<file path="config.mk">
export PLATFORM = sky130hd
export DESIGN_NAME = ser_eeprom_tgt
export DESIGN_NICKNAME = d
export VERILOG_FILES = /design/src/rtl/ser_eeprom_tgt.sv
export SDC_FILE = /design/constraint.sdc
export NUM_CORES = 1
export LEC_CHECK = 0
export ABC_CLOCK_PERIOD_IN_PS = 15500
export BUFFER_PORTS_ARGS = -buffer_cell sky130_fd_sc_hd__buf_2
export CAP_MARGIN = 25
export CORE_AREA = 2 2 358 360
export DETAILED_ROUTE_END_ITERATION = 7
export DIE_AREA = 0 0 360 362
export MAX_ROUTING_LAYER = met4
export PLACE_DENSITY_LB_ADDON = 0.1
export SLEW_MARGIN = 20
export SYNTH_ARGS = -nofsm -noshare
export SYNTH_HDL_FRONTEND = slang
export SYNTH_SLANG_ARGS = --single-unit
</file>
<file path="constraint.sdc">
create_clock -name clk -period 15.5 [get_ports clk]
set_input_delay 3.1 -clock clk [delete_from_list [all_inputs] [get_ports clk]]
set_output_delay 3.1 -clock clk [all_outputs]
set_load 0.1 [all_outputs]
</file>
<file path="src/rtl/ser_eeprom_tgt.sv">
module ser_eeprom_tgt #(
  parameter int ADDR_W = 7,
  parameter int PAGE = 16,
  parameter int PROG_CYCLES = 250000,
  parameter logic [2:0] DEV_SEL = 3'b000
) (
  input  logic clk,
  input  logic rst_n,
  input  logic scl_i,
  input  logic sda_i,
  input  logic wp_i,
  output logic sda_oe
);
  localparam int DEPTH = 1 << ADDR_W;
  localparam int PW = $clog2(PAGE);
  localparam int CW = $clog2(PAGE + 1);
  localparam int PCW = $clog2(PROG_CYCLES + 1);

  typedef enum logic [2:0] {P_IDLE, P_RX, P_ACK, P_TX, P_RACK, P_IGN} phase_t;
  typedef enum logic [1:0] {K_CTRL, K_ADDR, K_DATA} kind_t;

  phase_t ph;
  kind_t kind;
  logic scl_q, sda_q;
  logic [3:0] bits;
  logic [7:0] sh, tx;
  logic rd, hack, busy;
  logic [ADDR_W-1:0] ptr, wa, paddr;
  logic [PW-1:0] wi, pbase;
  logic [CW-1:0] fill, plen;
  logic [PCW-1:0] pc;
  logic [7:0] mem [DEPTH];
  logic [7:0] pbuf [PAGE];

  logic scl_rise, scl_fall, start_c, stop_c, take_data, prog_we;
  assign scl_rise = scl_i & ~scl_q;
  assign scl_fall = ~scl_i & scl_q;
  assign start_c = scl_i & scl_q & sda_q & ~sda_i;
  assign stop_c = scl_i & scl_q & ~sda_q & sda_i;
  assign take_data = (ph == P_RX) && scl_fall && (bits == 4'd8) && (kind == K_DATA);
  assign prog_we = busy && (pc < PCW'(plen));

  always_ff @(posedge clk) begin
    if (take_data) pbuf[wi] <= sh;
    if (prog_we) mem[paddr + ADDR_W'(pc)] <= pbuf[pbase + PW'(pc)];
  end

  always_ff @(posedge clk or negedge rst_n) begin
    if (!rst_n) begin
      scl_q <= 1'b1;
      sda_q <= 1'b1;
      ph <= P_IDLE;
      kind <= K_CTRL;
      bits <= '0;
      sh <= '0;
      tx <= '0;
      rd <= 1'b0;
      hack <= 1'b0;
      busy <= 1'b0;
      ptr <= '0;
      wa <= '0;
      paddr <= '0;
      wi <= '0;
      pbase <= '0;
      fill <= '0;
      plen <= '0;
      pc <= '0;
      sda_oe <= 1'b0;
    end else begin
      scl_q <= scl_i;
      sda_q <= sda_i;
      if (busy) begin
        pc <= pc + 1'b1;
        if (pc == PCW'(PROG_CYCLES - 1)) busy <= 1'b0;
      end
      if (start_c) begin
        ph <= P_RX;
        kind <= K_CTRL;
        bits <= '0;
        fill <= '0;
        sda_oe <= 1'b0;
      end else if (stop_c) begin
        ph <= P_IDLE;
        sda_oe <= 1'b0;
        fill <= '0;
        if (fill != '0 && !wp_i && !busy) begin
          busy <= 1'b1;
          pc <= '0;
          plen <= fill;
          pbase <= wi - PW'(fill);
          paddr <= wa;
          ptr <= wa + ADDR_W'(fill);
        end
      end else begin
        case (ph)
          P_RX:
            if (scl_rise) begin
              sh <= {sh[6:0], sda_i};
              bits <= bits + 1'b1;
            end else if (scl_fall && bits == 4'd8) begin
              bits <= '0;
              case (kind)
                K_CTRL:
                  if (sh[7:4] == 4'b1010 && sh[3:1] == DEV_SEL && !busy) begin
                    sda_oe <= 1'b1;
                    ph <= P_ACK;
                    rd <= sh[0];
                    kind <= K_ADDR;
                  end else begin
                    ph <= P_IGN;
                  end
                K_ADDR: begin
                  sda_oe <= 1'b1;
                  ph <= P_ACK;
                  ptr <= sh[ADDR_W-1:0];
                  wa <= sh[ADDR_W-1:0];
                  kind <= K_DATA;
                end
                default: begin
                  sda_oe <= 1'b1;
                  ph <= P_ACK;
                  wi <= wi + 1'b1;
                  if (fill != CW'(PAGE)) fill <= fill + 1'b1;
                end
              endcase
            end
          P_ACK:
            if (scl_fall) begin
              if (rd) begin
                tx <= mem[ptr];
                sda_oe <= ~mem[ptr][7];
                ptr <= ptr + 1'b1;
                bits <= '0;
                ph <= P_TX;
              end else begin
                sda_oe <= 1'b0;
                ph <= P_RX;
              end
            end
          P_TX:
            if (scl_rise) begin
              bits <= bits + 1'b1;
            end else if (scl_fall) begin
              if (bits == 4'd8) begin
                sda_oe <= 1'b0;
                ph <= P_RACK;
              end else begin
                sda_oe <= ~tx[3'd7 - bits[2:0]];
              end
            end
          P_RACK:
            if (scl_rise) begin
              hack <= ~sda_i;
            end else if (scl_fall) begin
              if (hack) begin
                tx <= mem[ptr];
                sda_oe <= ~mem[ptr][7];
                ptr <= ptr + 1'b1;
                bits <= '0;
                ph <= P_TX;
              end else begin
                ph <= P_IGN;
              end
            end
          default: ;
        endcase
      end
    end
  end
endmodule


</file>
==> results_dict.tcl, run 1 <==
set metrics [dict create \
    outcome "completed" \
    synth_seq_cells 1240 \
    synth-simple-area-share_pct 3.97 \
    hold_viol 0 \
    fin_nets 2790 \
    place_area_sq_um 52100 \
    synth_top_family_by_area "multiplexers" \
    h-tree-depth 4 \
    die_w_um 360 \
    cp.arrival_ns 5.72 \
    die_y_um 362 \
    final_area_sq_um 56500 \
    async_reset_ff_share_pct 7.10 \
    synth_xor_area_share_pct 0.814 \
    p_seq_share_pct 43.2 \
    via_per_inst 5.69 \
    core_area_sq_um 127000 \
    fin_tns_setup_ns 0 \
    clockPowerShare_pct 35.5 \
    wl_per_cell_um 29.7 \
    drc 0 \
    slew_violations 0 \
    synth_cell_types 73 \
    path_max_fanout 13 \
    finalCriticalPeriod_ns 5.09 \
    clk_pin_slew_worst_paths_ns 0.06 \
    timing.final.crit_share_pct 32.8 \
    antenna_found_initial 2 \
    worst_slack_ns 10.41 \
    synthAdderAreaFrac_pct 0.931 \
    cts.sinks 1240 \
    synthesis.nets 2712 \
    syn_inst 2672 \
    worstPathCellList "buf_2, nand4b_1, nor3_1, o21ai_1, a21oi_1, o21ai_0, a22o_1" \
    muxShareOfSynthArea_pct 14.2 \
    drive_gt1_share_pct 18.1 \
    grt_pass1_vias 26300 \
    ant_nets 0 \
    first_iter_violations 2462 \
    max_stage_delay_ns 0.74 \
    grt_first_pass_wirelength_mm 194 \
    cts_setup_buffers 0 \
    syn-cell-area_sq_um 50200 \
    routed-via-count 25700 \
    setup_viol 0 \
    required_ns 16.13 \
    grt_usage_pct 21.4 \
    area_growth_syn_to_layout_pct 12.4 \
    start_util_pct 39.7 \
    synth_compound_area_share_pct 4.61 \
    fmax_mhz 197 \
    grt_overflow_total 0 \
    crit_path_end_kind "flop" \
    p_leak_nw 18.0 \
    place_ws_ns 9.62 \
    irDropWorstVdd_v 0.000121 \
    ctsResizeCount 0 \
    io_pins 6 \
    switchingPower_w 0.00264 \
    crit_path_top_delay_cell "a21oi_1" \
    post-route-util_pct 44.6 \
    critical_path_class "in2reg" \
    place_congestion 0.795 \
    combPwrFrac_pct 21.3 \
    routed_wl_mm 134 \
    rsz0062_at_grt "no" \
    synth_edf_count 1152 \
    ys.flop_type "edfxtp_1" \
    dieArea_sq_um 130000 \
    worstHoldPathType "reg2reg" \
    ys_seq_area_share_pct 73.2 \
    power.internal_w 0.00619 \
    avgSynthCellArea_sq_um 18.8 \
    root_buffer "clkbuf_16" \
    grt_max_degree 93 \
    worstSkewPairLatency_ns 0.77 \
    dp_hpwl_mm 80.6 \
    drv_cap 0 \
    rows 131 \
    slew_headroom_pct 26.6 \
    holdWs_ns 0.482 \
    cts_tree "yes" \
    cts_buffers 137 \
    fin_skew_ns 0.0348 \
    clockBufferDepth 3 \
    ys_warn_count 0 \
    swShare_pct 29.9 \
    cts_hold_buf 0 \
    p_per_area_nw_per_um2 156 \
    first_pass_iters 5 \
    numPortBuffers 5 \
    tightest_slew_ns 1.10 \
    start_kind "primary input" \
]
[Yosys cell counts, types with 10 or more instances]
cell | instances | area [sq um]
inv_1 | 38 | 143
a22oi_1 | 34 | 255
buf_6 | 20 | 225
a21oi_1 | 61 | 305
xnor2_1 | 27 | 236
mux2_2 | 36 | 405
nand2b_1 | 12 | 75.1
a22o_1 | 14 | 123
edfxtp_1 | 1152 | 34600
nor2_1 | 180 | 676
buf_2 | 32 | 160
a211oi_1 | 27 | 203
a221oi_1 | 26 | 228
mux2i_1 | 144 | 1440
nand2_1 | 115 | 432
ha_1 | 31 | 388
o22ai_1 | 21 | 131
dfrtp_1 | 86 | 2150
nand3_1 | 43 | 215
mux4_2 | 178 | 4010
mux4_1 | 49 | 1290
nor2b_1 | 18 | 113
nand4_1 | 14 | 87.6
xor2_1 | 16 | 140
a2111oi_0 | 10 | 87.6
and2_1 | 21 | 131
nor3_1 | 12 | 60.1
o21ai_0 | 51 | 255
clkbuf_1 | 48 | 180
[power by group through the flow]
stage / Sequential [W] / Combinational (W) / Clock [W]
2_1_floorplan: 0.00382 / 0.00121 / 0
3_3_place_gp: 0.00391 / 0.00186 / 0
3_5_place_dp: 0.00390 / 0.00188 / 0
4_1_cts: 0.00383 / 0.00189 / 0.00320
5_1_grt: 0.00383 / 0.00197 / 0.00334
6_report: 0.00382 / 0.00188 / 0.00314
[placed cells by master (no fill, tap or decap), types with 34 or more instances in the layout]
cell type | Yosys | layout
a22oi_1 | 34 | 34
buf_4 | 4 | 56
mux2i_1 | 144 | 144
clkbuf_16 | 0 | 142
edfxtp_1 | 1152 | 1152
inv_1 | 38 | 37
nand3_1 | 43 | 43
mux4_1 | 49 | 49
nor2_1 | 180 | 178
mux4_2 | 178 | 178
a21oi_1 | 61 | 52
mux2_2 | 36 | 36
nand2_1 | 115 | 111
o21ai_0 | 51 | 50
clkbuf_1 | 48 | 37
dfrtp_1 | 86 | 82
[worst max-delay path, delay by kind of cell]
family / cells / cell delay, ns
AOI/OAI and AO/OA: 4 / 1.41
buffers and inverters: 1 / 0.15
and+or+nand+nor: 2 / 1.06
[registers in the layout, summed over array words and instances, names as in the netlist, 2 cells and up]
| name | count |
|---|---|
| tx | 8 |
| mem | 1024 |
| pbuf | 128 |
| sh | 8 |
| wi | 4 |
| pbase | 4 |
| wa | 7 |
| paddr | 7 |
| kind | 2 |
| plen | 5 |
| bits | 4 |
| pc | 18 |
| ph | 3 |
| ptr | 7 |
| fill | 5 |
[cell type report]
| type | instances | area (sq um) |
|---|---|---|
| clock buffer | 184 | 3760 |
| sequential | 1240 | 36800 |
| timing repair buffer | 72 | 681 |
| multi-input combinational | 1260 | 12500 |
| clock inverter | 63 | 534 |
| antenna | 1 | 2.50 |
| fill | 10900 | 70200 |
| inverter | 39 | 146 |
| tap | 1662 | 2080 |
[per-stage QoR]
step	total power, W	std cells
floorplan	0.00503	2672
global placement	0.00577	4264
detailed placement	0.00578	4267
CTS	0.00891	4514
global route	0.00913	4521
finish	0.00883	4521
[logic make-up after synthesis]
logic type      Yosys count
compound gates          331
fa+ha+maj                35
flops                  1240
xor+xnor                 45
buf+inv                 172
simple gates            442
mux                     407
[final timing paths]
check	slack, ns	endpoint	from	depth (start not counted)
setup / recovery	10.41	ptr[0]	scl_i	7
max in group asynchronous	12.29	pc[5]	rst_n	3
hold reg to reg	0.48	tx[0]	tx[0]	2
setup reg to reg	10.52	sda_oe	ptr[0]	8
min in group asynchronous	2.21	sh[4]	rst_n	1
hold / removal	0.48	tx[0]	tx[0]	2
[layer usage]
layer / share of wire, % / global-route usage, % / routed length, um
met5: 0 / - / 0
met2: 48 / 33.5 / 64200
met3: 5.2 / 3.24 / 6980
met4: 2.2 / 5.65 / 2990
met1: 45 / 29.4 / 59900
(Power assumes the default switching activity.)
==> run 2, diff against run 1 <==
- ABC_CLOCK_PERIOD_IN_PS: 15500 -> 5200
- clock period: 15.5 -> 5.2 ns (I/O delays scaled with it)
==> run 2 against run 1 <==
Worst setup slack worse by 9.2 ns; clock power increased to 3.0 times the previous value; cell area is 1.1% higher; flip-flop and latch count stayed put; register-to-register slack worse by 9.3 ns; non-clock buffer count grew 74; critical path depth up 3; clock skew decreased by 0.011 ns; via count up 0.91%; largest power group unchanged; first-iteration DRC count shrank 1.5%.
==> results_dict.tcl, run 2 (synthesis gave the netlist of run 1 again) <==
set metrics [dict create \
    cts_setup_buffers 0 \
    place_ws_ns 1.11 \
    crit_path_end_kind "flop" \
    drc 0 \
    fin_tns_setup_ns 0 \
    slew_violations 0 \
    cts.sinks 1240 \
    h-tree-depth 4 \
    final_common_cell "edfxtp_1" \
    hold_viol 0 \
    regMostFlops "mem" \
    ctsResizeCount 0 \
    via_per_inst 5.65 \
    drv_cap 0 \
    crit_path_top_delay_cell "nor2_1" \
    largest_reg_flops 1024 \
    area_growth_syn_to_layout_pct 13.7 \
    irDropWorstVdd_v 0.000334 \
    start_kind "flop" \
    cts_buffers 136 \
    cts_tree "yes" \
    tightest_slew_ns 0.993 \
    io_pins 6 \
    fmax_mhz 249 \
    path_max_fanout 8 \
    final_cell_mix "edfxtp_1, mux4_2, nor2_1" \
    rsz0062_at_grt "no" \
    grt_overflow_total 0 \
    post-route-util_pct 45.1 \
    clk_pin_slew_worst_paths_ns 0.06 \
    clockBufferDepth 3 \
    setup_viol 0 \
    fin_nets 2863 \
    worst_slack_ns 1.18 \
    required_ns 5.56 \
    grt_pass1_vias 26400 \
    cp.arrival_ns 4.38 \
    worstPathCellList "ha_1, fa_1, a21o_1, a21oi_1, o21bai_1, a21oi_2, xnor2_2, buf_4, nand3_1, nor2_1" \
    top_regs "mem (1024), pbuf (128), pc (18)" \
    rows 131 \
    wl_per_cell_um 29.6 \
    ant_nets 0 \
    numPortBuffers 5 \
    grt_usage_pct 21.6 \
    p_per_area_nw_per_um2 461 \
    die_w_um 360 \
    routed_wl_mm 136 \
    drive_gt1_share_pct 20.1 \
    first_iter_violations 2424 \
    start_util_pct 39.7 \
    root_buffer "clkbuf_16" \
    grt_max_degree 129 \
    fin_skew_ns 0.0235 \
    core_area_sq_um 127000 \
    first_pass_iters 6 \
    worstSkewPairLatency_ns 0.75 \
    routed-via-count 26000 \
    cts_hold_buf 0 \
    die_y_um 362 \
    max_stage_delay_ns 0.77 \
    timing.final.crit_share_pct 77.3 \
    worstHoldPathType "in2async" \
    outcome "completed" \
    critical_path.startpoint "pc[0]" \
    timing.rr.start "pc[0]" \
    slew_headroom_pct 33.8 \
    finalCriticalPeriod_ns 4.02 \
    dp_hpwl_mm 81.0 \
    antenna_found_initial 3 \
    grt_first_pass_wirelength_mm 196 \
    p_leak_nw 18.4 \
    place_congestion 0.834 \
    dieArea_sq_um 130000 \
    critical_path_class "reg2reg" \
]
run 2: changes by cell type in the layout (fill, tap and decap cells not counted), sizes merged:
| cell | previous run | this run |
|---|---|---|
| clkbuf | 184 | 168 |
| clkinv | 48 | 59 |
| bufinv | 7 | 9 |
| buf | 72 | 145 |
| inv | 43 | 46 |
run 2: final cells by class:
class	instances	area, sq um
fill	10800	69600
sequential	1240	36800
multi-input combinational	1260	12500
clock buffer	167	3640
tap	1662	2080
timing repair buffer	146	1310
clock inverter	79	637
inverter	39	146
antenna	1	2.50
run 2: power breakdown:
| group | total [W] | internal (W) | leakage [nW] | switching, W |
|---|---|---|---|---|
| Clock | 0.00930 | 0.00541 | 2.08 | 0.00388 |
| Sequential | 0.0115 | 0.0110 | 11.5 | 0.000474 |
| Combinational | 0.00553 | 0.00215 | 4.85 | 0.00338 |
| Total | 0.0263 | 0.0186 | 18.4 | 0.00774 |
run 2: critical path, delay by kind of cell (launching register included):
family	cells	cell delay [ns]
xor gates and xnor gates	1	0.14
and+or+nand+nor	2	1.21
AOI/OAI and AO/OA	4	0.88
DFF	1	0.46
buffers and inverters	1	0.26
adders and majority gates	2	0.69
run 2: path summary, 6_finish.rpt:
check                              to  slack, ns  depth (start not counted)
hold / removal                 pc[11]       0.42                          1
hold reg to reg              paddr[3]       0.49                          2
setup / recovery           mem[58][1]       1.18                         10
min in group clk                scl_q       0.46                          1
max in group asynchronous      ptr[0]       3.76                          2
setup reg to reg           mem[58][1]       1.18                         10
run 2: through the flow:
stage / total power [W] / cell area [sq um] / instances / hold slack [ns]
2_1_floorplan: 0.0150 / 50300 / 2672 / 0.443
3_3_place_gp: 0.0172 / 52800 / 4341 / 0.471
3_5_place_dp: 0.0172 / 52800 / 4345 / 0.474
4_1_cts: 0.0266 / 57100 / 4591 / 0.397
5_1_grt: 0.0272 / 57100 / 4594 / 0.426
6_report: 0.0263 / 57100 / 4594 / 0.417
run 2: per-layer routing:
| layer | track usage (%) | wire, um |
|---|---|---|
| met5 | - | 0 |
| met3 | 3.73 | 7660 |
| met2 | 34.0 | 65700 |
| met4 | 5.83 | 2980 |
| met1 | 29.2 | 59600 |
==> run 3, diff against run 2 <==
- ABC_AREA: unset -> 1
- ABC_CLOCK_PERIOD_IN_PS: 5200 -> 3800
- CORE_AREA: 2 2 358 360 -> 2 2 362 364
- DIE_AREA: 0 0 360 362 -> 0 0 364 366
- clock period: 5.2 -> 3.8 ns (I/O delays scaled with it)
==> run 3 against run 2 <==
Wire length is 8.8% higher; clock skew is 0.0017 ns higher; area after synthesis is 2.3% higher; die area grew 2.2%; global-route usage is 1.3 points higher; clock power increased by 42%; first-iteration DRC count up 38%; sequential power increased by 35%; cell area grew 4.4%.
==> results_dict.tcl, run 3 <==
set metrics [dict create \
    rsz0062_at_grt "no" \
    synth_cell_types 51 \
    cts.sinks 1240 \
    slew_headroom_pct 30.3 \
    grt_usage_pct 22.9 \
    worstSkewPairLatency_ns 0.77 \
    routed-via-count 33900 \
    synth_area_leaders "edfxtp_1, nor2_1, o21ai_0" \
    netlist.area_leader.share_pct 67.3 \
    grt_pass1_vias 33200 \
    holdWs_ns 0.142 \
    async_reset_ff_share_pct 7.10 \
    fin_tns_setup_ns 0 \
    yosys-top-cells-count "edfxtp_1, nor2_1, o21ai_0" \
    syn_inst 4327 \
    area_growth_syn_to_layout_pct 16.0 \
    final_cell_mix "edfxtp_1, nor2_1, o21ai_0" \
    combPwrFrac_pct 27.6 \
    dp_hpwl_mm 90.3 \
    cts_hold_buf 0 \
    setup_viol 0 \
    cts_tree "yes" \
    path_max_fanout 48 \
    wl_per_cell_um 23.3 \
    worstHoldPathType "in2async" \
    start_kind "flop" \
    drv_cap 0 \
    outcome "completed" \
    yosysTopAreaCell "edfxtp_1" \
    via_per_inst 5.36 \
    place_congestion 0.827 \
    p_per_area_nw_per_um2 666 \
    met1_length_mm 67.7 \
    syn-cell-area_sq_um 51400 \
    routed.top_layer "met4" \
    fmax_mhz 285 \
    slew_violations 0 \
    clk_pin_slew_worst_paths_ns 0.06 \
    regMostFlops "mem" \
    grt_overflow_total 0 \
    drc 0 \
    ant_nets 0 \
    place_area_sq_um 55100 \
    required_ns 4.35 \
    ys.flop_type "edfxtp_1" \
    root_buffer "clkbuf_16" \
    first_pass_iters 5 \
    r2r-end "mem[7][4]" \
    rows 132 \
    finalCriticalPeriod_ns 3.51 \
    die_y_um 366 \
    avgSynthCellArea_sq_um 11.9 \
    final_common_cell "edfxtp_1" \
    timing.rr.start "pc[0]" \
    p_seq_share_pct 39.1 \
    worst_slack_ns 0.288 \
    crit_path_end_kind "flop" \
    timing.final.crit_share_pct 92.4 \
    place_ws_ns 0.225 \
    antenna_found_initial 3 \
    grt_max_degree 108 \
    die_w_um 364 \
    wl_met3_mm 7.72 \
    ys_seq_area_share_pct 71.6 \
    first_iter_violations 3357 \
    dieArea_sq_um 133000 \
    synth_seq_cells 1240 \
    numPortBuffers 5 \
    core_area_sq_um 129000 \
    io_pins 6 \
    wl_met2_mm 69.5 \
    irDropWorstVdd_v 0.000454 \
    power.internal_w 0.0258 \
    drive_gt1_share_pct 11.2 \
    start_util_pct 39.9 \
    antennaDiodeCount 0 \
    clockBufferDepth 3 \
    cp.arrival_ns 4.06 \
    switchingPower_w 0.0138 \
    fin_nets 4522 \
    reg2reg_slack_ns 0.29 \
    cts_buffers 140 \
    p_leak_nw 20.5 \
    routed_wl_mm 148 \
    yosysMostFrequentCell "edfxtp_1" \
    reg2reg_depth 10 \
    critical_path_class "reg2reg" \
    synth_edf_count 1152 \
    h-tree-depth 4 \
    largest_reg_flops 1024 \
    hold_viol 0 \
    top_regs "mem (1024), pbuf (128), pc (18)" \
    final_area_sq_um 59600 \
    swShare_pct 34.9 \
    grt_first_pass_wirelength_mm 221 \
    clockPowerShare_pct 33.3 \
    post-route-util_pct 46.2 \
    fin_skew_ns 0.0252 \
    tightest_slew_ns 1.05 \
    ys_warn_count 0 \
    synthesis.nets 4367 \
]
[run 3: cell count changes after synthesis, sizes merged, moves of 34 or more]
cell / delta
clkbuf: +87
inv: +127
mux4: -227
a22oi: -34
nand2: +391
nand3: +197
nor2: +705
mux2i: -143
o211ai: +92
o21ai: +511
o22ai: +75
[run 3: cell families (layout without fill, tap and decap cells)]
kind of cell	count (synthesis)	count (layout)	synth area share, %
AOI/OAI and AO/OA	904	904	10.0
DFF	1240	1240	71.6
and+or+nand+nor	1694	1694	13.4
adders and majority gates	35	35	0.910
xor gates and xnor gates	25	25	0.477
muxes	9	9	0.195
buffers and inverters	420	689	3.47
[run 3: timing repair]
item / 4_1_cts / 5_1_grt
resized for setup: 0 / 0
buffers inserted: 0 / 3
endpoints found under the setup margin: 0 / 30
endpoints found under the hold margin: 0 / 0
[run 3: power by group through the flow]
stage / combinational (W) / clock (W) / sequential [W]
finish: 0.0109 / 0.0132 / 0.0155
detailed placement: 0.0109 / 0 / 0.0158
CTS: 0.0110 / 0.0135 / 0.0155
floorplan: 0.00678 / 0 / 0.0156
global placement: 0.0109 / 0 / 0.0158
global route: 0.0120 / 0.0140 / 0.0156
[run 3: stage by stage]
step                      total power (W)  instances
after detailed placement           0.0267       6079
after CTS                          0.0400       6335
after floorplan                    0.0224       4327
final                              0.0397       6338
after global routing               0.0416       6338
after global placement             0.0267       6079
[run 3: worst max-delay path, cell delays in order (launching register included)]
cell     delay, ns
dfrtp_1       0.44
ha_2          0.22
inv_1         0.05
fa_2          0.92
buf_4         0.29
o21ai_0       0.10
o32ai_1       0.14
mux2_2        0.21
nor2_1        0.06
a31oi_4       0.45
buf_12        0.33
[run 3: metal layers]
metal | GRT usage [%] | up-vias
met5 | - | -
met4 | 5.89 | 0
met3 | 3.22 | 194
met2 | 35.2 | 933
met1 | 32.0 | 17000
li1 | - | 15800
[run 3: area by class of cell]
| type | instances | area (sq um) |
|---|---|---|
| fillers | 11800 | 69400 |
| flip-flops and latches | 1240 | 36800 |
| multi-input cells | 2667 | 13000 |
| clock buffers | 185 | 3810 |
| repair buffers | 265 | 2530 |
| well taps | 1742 | 2180 |
| clock inverters | 71 | 671 |
| inverters | 168 | 643 |
[run 3: worst max path at each step]
stage,start,end,slack (ns),depth (start not counted)
CTS,pc[0],mem[97][6],0.19,9
finish,pc[0],mem[7][4],0.29,10
floorplan,pc[0],mem[0][5],-1.01,10
detailed placement,pc[0],mem[108][6],0.23,9
global route,pc[0],mem[7][4],0.13,10
global placement,pc[0],mem[108][6],0.25,9
